--- src/rtl/burst_addr_pkg.sv ---
// Shared definitions for the burst address generator.
// Assumes: nothing beyond IEEE 1800-2017.
package burst_addr_pkg;

    // Command resolved from the three active-low controls
    typedef enum logic [1:0] {
        CMD_HOLD = 2'd0,
        CMD_STEP = 2'd1,
        CMD_BACK = 2'd2,
        CMD_LOAD = 2'd3
    } burst_cmd_e;

endpackage

--- src/rtl/burst_cmd_arb.sv ---
// Resolves the active-low strobe, repeat and increment controls into one
// command. Order of precedence: strobe, then repeat, then increment.
// Assumes: inputs are already synchronous to the port clock.
module burst_cmd_arb
    import burst_addr_pkg::*;
(
    input  logic       strobe_n,
    input  logic       rpt_n,
    input  logic       incr_n,
    output burst_cmd_e cmd
);

    // Priority select of the command for this cycle
    always_comb begin
        if (!strobe_n) begin
            cmd = CMD_LOAD;
        end else if (!rpt_n) begin
            cmd = CMD_BACK;
        end else if (!incr_n) begin
            cmd = CMD_STEP;
        end else begin
            cmd = CMD_HOLD;
        end
    end

endmodule

--- src/rtl/burst_base_reg.sv ---
// Holds the address captured by the most recent strobe, for use by repeat.
// Assumes: load is high only for a strobe; rst_n is synchronous, active low.
module burst_base_reg #(
    parameter int ADDR_W = 18
) (
    input  logic              clk,
    input  logic              rst_n,
    input  logic              load,
    input  logic [ADDR_W-1:0] d,
    output logic [ADDR_W-1:0] q
);

    // Capture the strobed address; hold it otherwise
    always_ff @(posedge clk) begin
        if (!rst_n) begin
            q <= '0;
        end else if (load) begin
            q <= d;
        end
    end

endmodule

--- src/rtl/burst_addr_cnt.sv ---
// The address counter register. It loads, reloads from the base, steps by
// one with wrap, or holds, as the resolved command selects.
// Assumes: cmd comes from burst_cmd_arb; rst_n is synchronous, active low.
module burst_addr_cnt
    import burst_addr_pkg::*;
#(
    parameter int ADDR_W = 18
) (
    input  logic              clk,
    input  logic              rst_n,
    input  burst_cmd_e        cmd,
    input  logic [ADDR_W-1:0] ext,
    input  logic [ADDR_W-1:0] base,
    output logic [ADDR_W-1:0] q
);

    localparam logic [ADDR_W-1:0] ONE = ADDR_W'(1);

    logic [ADDR_W-1:0] nxt;

    // Choose the next counter value from the command
    always_comb begin
        unique case (cmd)
            CMD_LOAD: nxt = ext;
            CMD_BACK: nxt = base;
            CMD_STEP: nxt = q + ONE;
            default:  nxt = q;
        endcase
    end

    // Register the counter value
    always_ff @(posedge clk) begin
        if (!rst_n) begin
            q <= '0;
        end else begin
            q <= nxt;
        end
    end

endmodule

--- src/rtl/burst_addr_gen.sv ---
// Per-port burst address generator. It captures an address on a strobe,
// steps it on increment, and returns to the strobed address on repeat.
// Assumes: all inputs are synchronous to clk; rst_n is synchronous, active low.
module burst_addr_gen
    import burst_addr_pkg::*;
#(
    parameter int ADDR_W = 18
) (
    input  logic              clk,
    input  logic              rst_n,
    input  logic [ADDR_W-1:0] ext_addr,
    input  logic              strobe_n,
    input  logic              incr_n,
    input  logic              rpt_n,
    output logic [ADDR_W-1:0] addr
);

    burst_cmd_e        cmd;
    logic [ADDR_W-1:0] base_q;

    burst_cmd_arb u_arb (
        .strobe_n (strobe_n),
        .rpt_n    (rpt_n),
        .incr_n   (incr_n),
        .cmd      (cmd)
    );

    burst_base_reg #(.ADDR_W(ADDR_W)) u_base (
        .clk   (clk),
        .rst_n (rst_n),
        .load  (cmd == CMD_LOAD),
        .d     (ext_addr),
        .q     (base_q)
    );

    burst_addr_cnt #(.ADDR_W(ADDR_W)) u_cnt (
        .clk   (clk),
        .rst_n (rst_n),
        .cmd   (cmd),
        .ext   (ext_addr),
        .base  (base_q),
        .q     (addr)
    );

endmodule

--- config.mk ---
export PLATFORM = sky130hd
export DESIGN_NAME = burst_addr_gen
export DESIGN_NICKNAME = d
export VERILOG_FILES = /design/src/rtl/burst_addr_pkg.sv /design/src/rtl/burst_cmd_arb.sv /design/src/rtl/burst_base_reg.sv /design/src/rtl/burst_addr_cnt.sv /design/src/rtl/burst_addr_gen.sv
export SDC_FILE = /design/constraint.sdc
export NUM_CORES = 1
export LEC_CHECK = 0
export BUFFER_PORTS_ARGS = -buffer_cell sky130_fd_sc_hd__buf_2
export CORE_UTILIZATION = 49
export DETAILED_ROUTE_END_ITERATION = 8
export GPL_TIMING_DRIVEN = 0
export PLACE_DENSITY = 0.75
export SYNTH_ARGS = -nofsm -noshare
export SYNTH_HDL_FRONTEND = slang
export SYNTH_SLANG_ARGS = --single-unit
--- constraint.sdc ---
create_clock -name clk -period 1.77 [get_ports clk]
set_clock_uncertainty 0.05 [all_clocks]
set_input_delay 0.531 -clock clk [delete_from_list [all_inputs] [get_ports clk]]
set_output_delay 0.531 -clock clk [all_outputs]
set_load 0.02 [all_outputs]
==> run summary <==
Clock Tree Buf Depth: 2
RePlAce Congestion: 0.922
Synth Warn #: 0
Power share of the sequential group: 0.516
Vias: 2013
Slew headroom: 0.638
Pre-CTS setup slack: -185 ps
Setup TNS: 0 ps
Syn avg cell area: 8.44 um^2
GRT Overall Usage: 0.274
Sequential element share of the synthesized area: 0.359
Worst Path Arrival: 1870 ps
Top-area cell type share of the netlist area: 0.359
Unrepaired setup endpoints after global routing: false
Pins Over Slew Limit: 0
Worst-Margin Slew: 543 ps
Psw: 0.527 mW
Largest cells by area after synthesis: dfxtp_1 (36%), mux2i_1 (7.5%), a21oi_1 (5.5%)
Worst skew pair latency: 290 ps
Initial Utilization: 0.529
# fillers: 352
Fmax: 594 MHz
Initial antenna violation count: 0
Via/cell ratio: 6.08
DR WL/cell: 16.7 um
Status: completed
Area delta synth->final: 19.1%
Total grt overflow: 0
Reg area: 731 um^2
Setup WS post-layout: 85.8 ps
Worst vdd ir: 0.000531 V
TritonCTS buffer count: 5
Num ports: 41
Critical path class: reg2reg
Final Hold Fails: 0
Cell Area, Synth: 2010 um^2
Placed cell count: 325
Final cell count without fillers: 331
CTS clock-pin slew for the worst setup and hold paths: 60 ps
Total leakage power: 1.09 nW
DR pass1 iterations: 4
Number of nets in the layout: 309
Final WL: 5540 um
Antenna viol nets, final: 0
Yosys top cell by area: dfxtp_1
Synth Register Bits: 36
Multi-input gate area: 1240 um^2
# port buffers: 39
Number of global-route vias before repair: 1841
R2r setup slk: 90 ps
Antenna diodes: 0
Pin count of the biggest net entering global routing: 11
Most common cell after layout, fill and taps aside: buf_2
Most frequent cells in the layout: buf_2 (47), dfxtp_1 (28), nor2_1 (27)
Synthesized Nets: 262
1st-iter DRT viols: 186
Core area: 3800 um^2
Cell area after layout: 2390 um^2
Synth unique cells: 50
DRC violations left: 0
Maxcap violations: 0
First-pass GRT wire length: 9050 um
Die extent in x: 66.0 um
Share of layout cells above drive strength 1: 0.293
Clk root buf: clkbuf_8
Comb pwr share: 0.190
Clock Sinks: 36
Site row count: 22
Crit path time final: 1680 ps
TritonCTS clock tree: built
Overall power: 1.79 mW
Die Ht: 66.0 um
Final setup viols: 0
Cell Pwr Density: 746 nW/um^2
CP endpoint kind: register
Startpoint Class: register
CTS HTree Levels: 2
Clock Power Share: 0.294
Switching share of total power: 0.295
DP HPWL: 3950 um
Async set-reset flop share out of synthesis: 0
Number of enable flip-flop cells after synthesis: 0
Ys flop type: dfxtp_1
Post-DP Area: 2270 um^2
Fin crit share: 0.952
Die area: 4360 um^2
Crit-path max FO: 7
CP Data Required Time: 1950 ps
Min-Delay Path Class: reg2reg
Cells after synthesis: 238
Internal: 1.26 mW
## synthesized netlist by cell type (all sizes together), types with 2 or more instances
| cell type | count |
|---|---|
| nor3 | 8 |
| o211a | 6 |
| clkbuf | 7 |
| o221a | 5 |
| a211oi | 2 |
| buf | 8 |
| a21oi | 22 |
| o211ai | 2 |
| a22o | 3 |
| nand2b | 2 |
| mux2i | 15 |
| mux2 | 3 |
| nor4 | 3 |
| nand3 | 9 |
| a221oi | 2 |
| nand4 | 6 |
| o21a | 3 |
| dfxtp | 36 |
| o21ai | 10 |
| nor2b | 7 |
| o22ai | 2 |
| nand2 | 12 |
| nor2 | 28 |
| a22oi | 5 |
| xnor2 | 2 |
| inv | 6 |
| a311oi | 2 |
| and3 | 5 |
## what timing repair did
item / CTS / global route
gates resized for setup: 0 / 19
endpoints found under the setup margin: 1 / 9
buffers inserted: 0 / 1
pin swaps: 0 / 1
hold buffers: 0 / 0
## sequential cells by signal (all words and copies together) (netlist names)
name / cells
u_base.q: 18
u_cnt.q: 18
## final timing paths
path | startpoint | to | cells past startpoint
max | u_cnt.q[0] | u_cnt.q[12] | 5
min | u_base.q[1] | u_base.q[1] | 2
max reg2reg | u_cnt.q[0] | u_cnt.q[12] | 5
min reg2reg | u_base.q[1] | u_base.q[1] | 2
## cell type report
type | count | area share
timing repair buffer | 40 | 0.0847
tap | 48 | 0.0251
buffer | 15 | 0.0293
clock buffer | 5 | 0.0288
inverter | 6 | 0.00941
sequential | 36 | 0.305
multi-input combinational | 181 | 0.518
## worst max-delay path: stages, from the launching register on
cell and delay [ps]:
dfxtp_2 410, ha_4 200, nand4_4 170, or3_2 510
a21oi_1 150, o211a_1 140
## through the flow
step | util | hold WS, ps
3_3_place_gp | 0.597 | 399
3_5_place_dp | 0.597 | 401
2_1_floorplan | - | 386
4_1_cts | 0.615 | 410
6_report | 0.630 | 410
5_1_grt | 0.630 | 435
## kinds of logic (layout without fill, tap and decap cells)
group,Yosys count,count (layout),share of synthesized area
simple gates,86,86,0.228
xor+xnor,2,2,0.00872
fa+ha+maj,1,1,0.00623
flops,36,36,0.359
compound gates,74,74,0.263
buf+inv,21,66,0.0442
mux,18,18,0.0915
## metal layers
metal / wire length (um) / global-route usage
met5: 0 / 0
met4: 114 / 0.109
met3: 443 / 0.0414
met2: 2450 / 0.408
met1: 2530 / 0.392
## power groups by stage
stage               registers [mW]  logic, mW  clock network [mW]
floorplan                    0.953      0.196                   0
finish                       0.922      0.340               0.525
CTS                          0.915      0.334               0.527
global route                 0.928      0.375               0.564
global placement             0.930      0.326                   0
detailed placement           0.933      0.332                   0
No activity file was read; power rests on OpenSTA's default activity.
